===== src/rtl/extint_pkg.sv =====
package extint_pkg;

  localparam int DATA_W       = 32;
  localparam int RTC_WAKE_BIT = 15;

  typedef enum logic [1:0] {
    SEL_FLAG = 2'd0,
    SEL_WAKE = 2'd1,
    SEL_MODE = 2'd2,
    SEL_POL  = 2'd3
  } regSelT;

  // strobe from the register control to the datapath
  typedef struct packed {
    logic              clrValid;
    logic [DATA_W-1:0] clrData;
  } ctrlStrobeT;

endpackage


===== src/rtl/extint_datapath.sv =====
module extint_datapath
  import extint_pkg::*;
#(
  parameter int NUM_PINS = 3
) (
  input  logic                clk,
  input  logic                rstN,
  input  logic [NUM_PINS-1:0] pinIn,
  input  logic [NUM_PINS-1:0] pinFuncSel,
  input  logic                rtcIrq,
  input  logic [NUM_PINS-1:0] modeCfg,
  input  logic [NUM_PINS-1:0] polCfg,
  input  logic [NUM_PINS-1:0] wakeEn,
  input  logic                rtcWakeEn,
  input  ctrlStrobeT          strobe,
  output logic [NUM_PINS-1:0] flags,
  output logic [NUM_PINS-1:0] irqOut,
  output logic                pdWakeReq,
  output logic                dpdWakeReq
);

  logic [NUM_PINS-1:0] syncA;
  logic [NUM_PINS-1:0] pinSync;
  logic [NUM_PINS-1:0] pinPrev;
  logic [NUM_PINS-1:0] levelHit;
  logic [NUM_PINS-1:0] edgeHit;
  logic [NUM_PINS-1:0] setCond;
  logic [NUM_PINS-1:0] clrMask;
  logic [1:0]          liveCnt;
  logic                unusedClrBits;

  // Synchronisers idle high so that active-low defaults stay quiet out of reset
  always_ff @(posedge clk) begin
    if (!rstN) begin
      syncA   <= '1;
      pinSync <= '1;
      pinPrev <= '1;
    end else begin
      syncA   <= pinIn;
      pinSync <= syncA;
      pinPrev <= pinSync;
    end
  end

  generate
    for (genvar i = 0; i < NUM_PINS; i++) begin : g_pin
      always_comb begin
        levelHit[i] = (pinSync[i] == polCfg[i]);
        if (polCfg[i]) edgeHit[i] = pinSync[i] & ~pinPrev[i];
        else           edgeHit[i] = ~pinSync[i] & pinPrev[i];
        setCond[i] = modeCfg[i] ? edgeHit[i] : levelHit[i];
      end

      assert_clear_R5 : assert property (@(posedge clk) disable iff (!rstN)
        (flags[i] && clrMask[i] && !setCond[i]) |=> !flags[i]);

      assert_hold_R4 : assert property (@(posedge clk) disable iff (!rstN)
        (flags[i] && !clrMask[i]) |=> flags[i]);

      assert_level_sticky_R6 : assert property (@(posedge clk) disable iff (!rstN)
        (!modeCfg[i] && levelHit[i]) |=> flags[i]);
    end
  endgenerate

  assign clrMask       = strobe.clrValid ? strobe.clrData[NUM_PINS-1:0] : '0;
  assign unusedClrBits = ^strobe.clrData[DATA_W-1:NUM_PINS];

  // set wins over a simultaneous clear
  always_ff @(posedge clk) begin
    if (!rstN) flags <= '0;
    else       flags <= (flags & ~clrMask) | setCond;
  end

  assign irqOut     = flags & pinFuncSel;
  assign pdWakeReq  = (|(setCond & wakeEn)) | (rtcIrq & rtcWakeEn);
  assign dpdWakeReq = ~(&pinIn);

  // cycles since reset, used to keep $past inside the live window
  always_ff @(posedge clk) begin
    if (!rstN)                liveCnt <= '0;
    else if (liveCnt != 2'd3) liveCnt <= liveCnt + 2'd1;
  end

  assert_sync_delay_R2 : assert property (@(posedge clk) disable iff (!rstN)
    (liveCnt == 2'd3) |-> (pinSync == $past(pinIn, 2)));

endmodule


===== src/rtl/extint_regctrl.sv =====
module extint_regctrl
  import extint_pkg::*;
#(
  parameter int NUM_PINS = 3
) (
  input  logic                clk,
  input  logic                rstN,
  input  logic [3:0]          busAddr,
  input  logic                busWe,
  input  logic [DATA_W-1:0]   busWdata,
  input  logic [NUM_PINS-1:0] flags,
  output logic [DATA_W-1:0]   busRdata,
  output ctrlStrobeT          strobe,
  output logic [NUM_PINS-1:0] modeCfg,
  output logic [NUM_PINS-1:0] polCfg,
  output logic [NUM_PINS-1:0] wakeEn,
  output logic                rtcWakeEn
);

  regSelT regSel;
  logic   unusedAddrBits;

  assign regSel         = regSelT'(busAddr[3:2]);
  assign unusedAddrBits = ^busAddr[1:0];

  assign strobe.clrValid = busWe && (regSel == SEL_FLAG);
  assign strobe.clrData  = busWdata;

  always_ff @(posedge clk) begin
    if (!rstN) begin
      modeCfg   <= '0;
      polCfg    <= '0;
      wakeEn    <= '0;
      rtcWakeEn <= 1'b0;
    end else if (busWe) begin
      case (regSel)
        SEL_WAKE: begin
          wakeEn    <= busWdata[NUM_PINS-1:0];
          rtcWakeEn <= busWdata[RTC_WAKE_BIT];
        end
        SEL_MODE: modeCfg <= busWdata[NUM_PINS-1:0];
        SEL_POL:  polCfg  <= busWdata[NUM_PINS-1:0];
        default:  ;
      endcase
    end
  end

  always_comb begin
    busRdata = '0;
    case (regSel)
      SEL_FLAG: busRdata[NUM_PINS-1:0] = flags;
      SEL_WAKE: begin
        busRdata[NUM_PINS-1:0]   = wakeEn;
        busRdata[RTC_WAKE_BIT]   = rtcWakeEn;
      end
      SEL_MODE: busRdata[NUM_PINS-1:0] = modeCfg;
      SEL_POL:  busRdata[NUM_PINS-1:0] = polCfg;
      default:  ;
    endcase
  end

  assert_mode_write_R10 : assert property (@(posedge clk) disable iff (!rstN)
    (busWe && busAddr[3:2] == 2'd2) |=> (modeCfg == $past(busWdata[NUM_PINS-1:0])));

  assert_wake_write_R8 : assert property (@(posedge clk) disable iff (!rstN)
    (busWe && busAddr[3:2] == 2'd1) |=> (rtcWakeEn == $past(busWdata[RTC_WAKE_BIT])));

endmodule


===== src/rtl/extint_wake_ctrl.sv =====
module extint_wake_ctrl
  import extint_pkg::*;
#(
  parameter int NUM_PINS = 3
) (
  input  logic                clk,
  input  logic                rstN,
  input  logic [NUM_PINS-1:0] pinIn,
  input  logic [NUM_PINS-1:0] pinFuncSel,
  input  logic                rtcIrq,
  input  logic [3:0]          busAddr,
  input  logic                busWe,
  input  logic [31:0]         busWdata,
  output logic [31:0]         busRdata,
  output logic [NUM_PINS-1:0] irqOut,
  output logic                pdWakeReq,
  output logic                dpdWakeReq
);

  ctrlStrobeT          strobe;
  logic [NUM_PINS-1:0] flags;
  logic [NUM_PINS-1:0] modeCfg;
  logic [NUM_PINS-1:0] polCfg;
  logic [NUM_PINS-1:0] wakeEn;
  logic                rtcWakeEn;

  extint_regctrl #(.NUM_PINS(NUM_PINS)) ctrl_i (
    .clk       (clk),
    .rstN      (rstN),
    .busAddr   (busAddr),
    .busWe     (busWe),
    .busWdata  (busWdata),
    .flags     (flags),
    .busRdata  (busRdata),
    .strobe    (strobe),
    .modeCfg   (modeCfg),
    .polCfg    (polCfg),
    .wakeEn    (wakeEn),
    .rtcWakeEn (rtcWakeEn)
  );

  extint_datapath #(.NUM_PINS(NUM_PINS)) dp_i (
    .clk        (clk),
    .rstN       (rstN),
    .pinIn      (pinIn),
    .pinFuncSel (pinFuncSel),
    .rtcIrq     (rtcIrq),
    .modeCfg    (modeCfg),
    .polCfg     (polCfg),
    .wakeEn     (wakeEn),
    .rtcWakeEn  (rtcWakeEn),
    .strobe     (strobe),
    .flags      (flags),
    .irqOut     (irqOut),
    .pdWakeReq  (pdWakeReq),
    .dpdWakeReq (dpdWakeReq)
  );

  assert_dpd_R9 : assert property (@(posedge clk) disable iff (!rstN)
    (pinIn != '1) |-> dpdWakeReq);

endmodule


===== config.mk =====
export PLATFORM = sky130hd
export DESIGN_NAME = extint_wake_ctrl
export DESIGN_NICKNAME = d
export VERILOG_FILES = /design/src/rtl/extint_pkg.sv /design/src/rtl/extint_datapath.sv /design/src/rtl/extint_regctrl.sv /design/src/rtl/extint_wake_ctrl.sv
export SDC_FILE = /design/constraint.sdc
export NUM_CORES = 1
export LEC_CHECK = 0
export ABC_AREA = 1
export BUFFER_PORTS_ARGS = -buffer_cell sky130_fd_sc_hd__buf_2
export CAP_MARGIN = 15
export CORE_MARGIN = 2
export CORE_UTILIZATION = 40
export DETAILED_ROUTE_END_ITERATION = 8
export HOLD_SLACK_MARGIN = 0.03
export PLACE_DENSITY = 0.8
export SLEW_MARGIN = 10
export SYNTH_ARGS = -nofsm -noshare
export SYNTH_HDL_FRONTEND = slang
export SYNTH_SLANG_ARGS = --single-unit

===== constraint.sdc =====
create_clock -name clk -period 0.95 [get_ports clk]
set_input_delay 0.095 -clock clk [delete_from_list [all_inputs] [get_ports clk]]
set_output_delay 0.095 -clock clk [all_outputs]
set_load 0.05 [all_outputs]

# After elaboration in Yosys (flattened, before gate mapping)
# Index checks and enable logic that the tools add are counted.
# Widths: inputs -> output; s select.
# op_classes
eq_ne,6
mux,9
bitwise_logic,20
n_reduce_logical,7
# ops
operator,count
$pmux 3 s4,1
$and 3x3->3,3
$and 1x1->1,7
$mux 1,7
$not 1->1,7
$reduce_and 2->1,3
$eq 2x2->1 const B,2
$eq 1x1->1,3
$mux 3,1
$not 3->3,1
$or 3x3->3,1
$reduce_and 3->1,1
$reduce_or 3->1,1
$eq 2x1->1 const B,1
$logic_not 2->1,1
$logic_and 1x1->1,1
$or 1x1->1,1
# totals
ff_bits,22
in_bits,46
out_inout_bits,37
wordCells,50

# Depth between registers and ports, before layout
# depth
word_depth,7
depth_mapped,8
ltp_nobuf,8

# Hierarchy
# A second synthesis with hierarchy kept.
# hier_totals
hier_cells,224
hier_area_um2,1531.5
# by_module_without_submodules
module,instances,cells_each,area_per_inst_um2,seq_area_each_um2
extint_regctrl,1,147,1023.5,200.2
extint_datapath,1,77,508.0,240.2

# Least setup slack after synthesis
# No wires, ideal clock.
# synth_path
path_type,reg-to-output
start,reg ctrl_i.rtcWakeEn
end,out busRdata[15]
arrival_time_ns,1.429
t_required_ns,0.855
path_slack_ns,-0.574
path_stages_with_launch,3
path_buffers,0
path_cell_list,dfxtp_1 -> inv_1 -> nor3_1
# synth_between
elab_chain_len,1
# synth_lines
element,line,source
from (decl),extint_regctrl.sv:17,output logic rtcWakeEn
from (signal assigned),extint_regctrl.sv:39,rtcWakeEn <= busWdata[RTC_WAKE_BIT];
$mux 1,extint_regctrl.sv:50,case (regSel)
to (decl),extint_wake_ctrl.sv:14,"output logic [31:0] busRdata,"
# No other way between the ends.

# Worst setup path after layout
# layout_path
start,reg ctrl_i.polCfg[0]
end,out pdWakeReq
# layout_between
elab_chain_len,5
word_cells_on_any_way,6
cone_classes,eq/ne: 1; mux: 2; bitwise: 2; reduce/logical: 1
# layout_lines
element,line,source
from (decl),extint_regctrl.sv:15,"output logic [NUM_PINS-1:0] polCfg,"
from (signal assigned),extint_regctrl.sv:42,SEL_POL: polCfg <= busWdata[NUM_PINS-1:0];
$eq 1x1->1 / $mux 1 (equally long branches),"extint_datapath.sv:48, extint_datapath.sv:49",
$mux 1 (*),extint_datapath.sv:51,setCond[i] = modeCfg[i] ? edgeHit[i] : levelHit[i];
$and 3x3->3 (*),extint_datapath.sv:75,assign pdWakeReq = (|(setCond & wakeEn)) | (rtcIrq & rtcWakeEn);
$reduce_or 3->1 (*),extint_datapath.sv:75,
$or 1x1->1 (*),extint_datapath.sv:75,
to (decl),extint_wake_ctrl.sv:16,"output logic pdWakeReq,"
# Every way passes the cells marked *; elsewhere a longest branch is shown, timed or not.

==> results.cfg <==
[outcome]
outcome = finished, violations left
violations = negative setup slack

[power_and_ir_drop]
peakVddDrop_uv = 1010
total_power_mw = 2.24
leakage_nw = 0.778
power_per_cell_area_nw_per_um2 = 1350

[drt]
vias = 1093
via_per_inst = 4.57
drc = 0
drt_pass1_iterations = 4
drt_first_iter_violations = 10
final_antenna_net_count = 0
routed_wl_um = 2770
post_drt_wl_per_cell_um = 11.6

[place]
detailed_place_hpwl_um = 1880
place.gp.congestion = 0.866
dp_slack_ps = -187
placed_cells_incl_taps = 225
io_buffers = 24
placed_cell_area_um2 = 1370

[yosys]
synth_top_area_share_pct = 37.8
synth_area_leader_cell = dfxtp_1
avgSynthCellArea_um2 = 7.29
syn_area_um2 = 1170
ys_warn_count = 0
ys_ff_latch = 22
synthTopCellsByArea = dfxtp_1, buf_4, nand2_1
ys_types = 17
synth_seq_area_share_pct = 37.8
syn_inst = 160

[clock_tree]
cts_tree = built
htreeDepth = 1
cts.sinks = 22
ctsLongestPathBuffers = 2
numCtsBuffers = 3
cts.clk_slew.worst_paths_ps = 120
clkLatencyLatePin_ps = 310
cts-root-buf = clkbuf_4

[finish]
multi_input_area_um2 = 678
area_growth_pct = 42.1
drive_gt1_share_pct = 48.6
final_cell_count_no_fill = 239
final_common_cell = nand2_1
n_antenna_cell = 0
fill_cells = 236
final_cell_area_um2 = 1660
nNetsFinal = 255
register_area_um2 = 460
final_cell_mix = nand2_1, conb_1, buf_4, dfxtp_2, buf_2
fin_util_pct = 60.1

[sta]
fin_tns_setup_ps = -1700
setup_ws_ps = -401
fin_crit_sh_pct = 142
timing.fmax_mhz = 740
hold_viol = 0
final.min_clock_period_ps = 1350
skew_ps = 3.16
slew_violations = 0
rsz0062_at_grt = true
setup_viol = 9
hold_slack_ps = 52.3

[worst_setup_path]
crit_path_max_fanout = 3
startpoint = ctrl_i.polCfg[0]
crit_required_ps = 850
reg2reg_depth = 7
worstPathArrival_ps = 1260
r2r_start = dp_i.pinPrev[2]
startpoint_type = flip-flop
critPathCaptureType = output port
critical_path_class = flip-flop to output port

[run]
drv_cap = 0

[grt]
grt_pass1_wl_um = 4200
grt_usage_pct = 16.1
grt_pass1_vias = 973
grt_max_degree = 15
globalRouteOverflowTotal = 0
antenna_found_initial = 0

[worst_hold_path]
hp-class = input port to flip-flop
hold_start = busWdata[15]
min_path_cells = 3

[floorplanning]
ios = 83
die_w_um = 58.0
start_util_pct = 42.3
die-area_um2 = 3360
rows = 19
dieHeight_um = 58.0
core-area_um2 = 2760
-- sequential cells by signal (all words and copies together), names as in the netlist --
name              count
ctrl_i.wakeEn         3
ctrl_i.modeCfg        3
ctrl_i.rtcWakeEn      1
dp_i.pinPrev          3
dp_i.pinSync          3
dp_i.syncA            3
dp_i.flags            3
ctrl_i.polCfg         3
-- where the power goes --
part,switching (mW),leakage (nW),internal (mW)
registers,0.0376,0.183,0.976
logic,0.496,0.573,0.213
clock network,0.286,0.0210,0.234
-- cell families (layout without fill, tap and decap cells) --
group	after synthesis	count (layout)	share of synthesized area, %
compound gates	24	24	11.5
buf+inv	48	69	25.3
flops	22	22	37.8
other cells	1	28	0.322
simple gates	65	65	25.1
-- path summary, 6_finish.rpt --
check / slack [ps] / to
worst max-delay path: -400 / pdWakeReq
worst min-delay path: 50 / ctrl_i.rtcWakeEn
worst max register to register: 0 / dp_i.flags[2]
worst min register to register: 430 / dp_i.pinSync[2]
-- cell usage after synthesis, drive strengths merged --
master / count
nand2: 33
buf: 31
dfxtp: 22
inv: 17
nand3: 14
a21oi: 13
or2: 9
nor2: 8
o21ai: 7
o2111ai: 3
a21boi: 1
conb: 1
nor3: 1
-- metal layers --
metal,vias to the layer above,track usage (%),wire (um)
li1,546,-,-
met1,504,20.1,1180
met3,4,3.57,151
met2,39,27.3,1420
met4,0,5.32,25
met5,-,0,0
-- worst max-delay path, stage by stage, from the launching register on --
cell     delay (ps)
dfxtp_2         380
nand2_1          60
inv_1            50
nand2_1          40
nand2_1          70
nand2_1          50
nand2_1          60
inv_2            40
nand2_4          50
buf_8           140
-- repair_timing --
item                                    in CTS  in global routing
gates resized for setup                     48                 15
buffers inserted                             3                  6
pin swaps                                   10                 11
endpoints found under the setup margin      10                 10
hold buffers                                 3                  0
cloned                                       0                  0
endpoints found under the hold margin        3                  0
-- final cells by class --
class	count	share of cell area (%)
flip-flops and latches	22	27.8
repair buffers	48	22.7
clock buffers	4	2.19
inverters	17	4.00
well taps	31	2.34
multi-input cells	117	40.9
(Power assumes the default switching activity.)
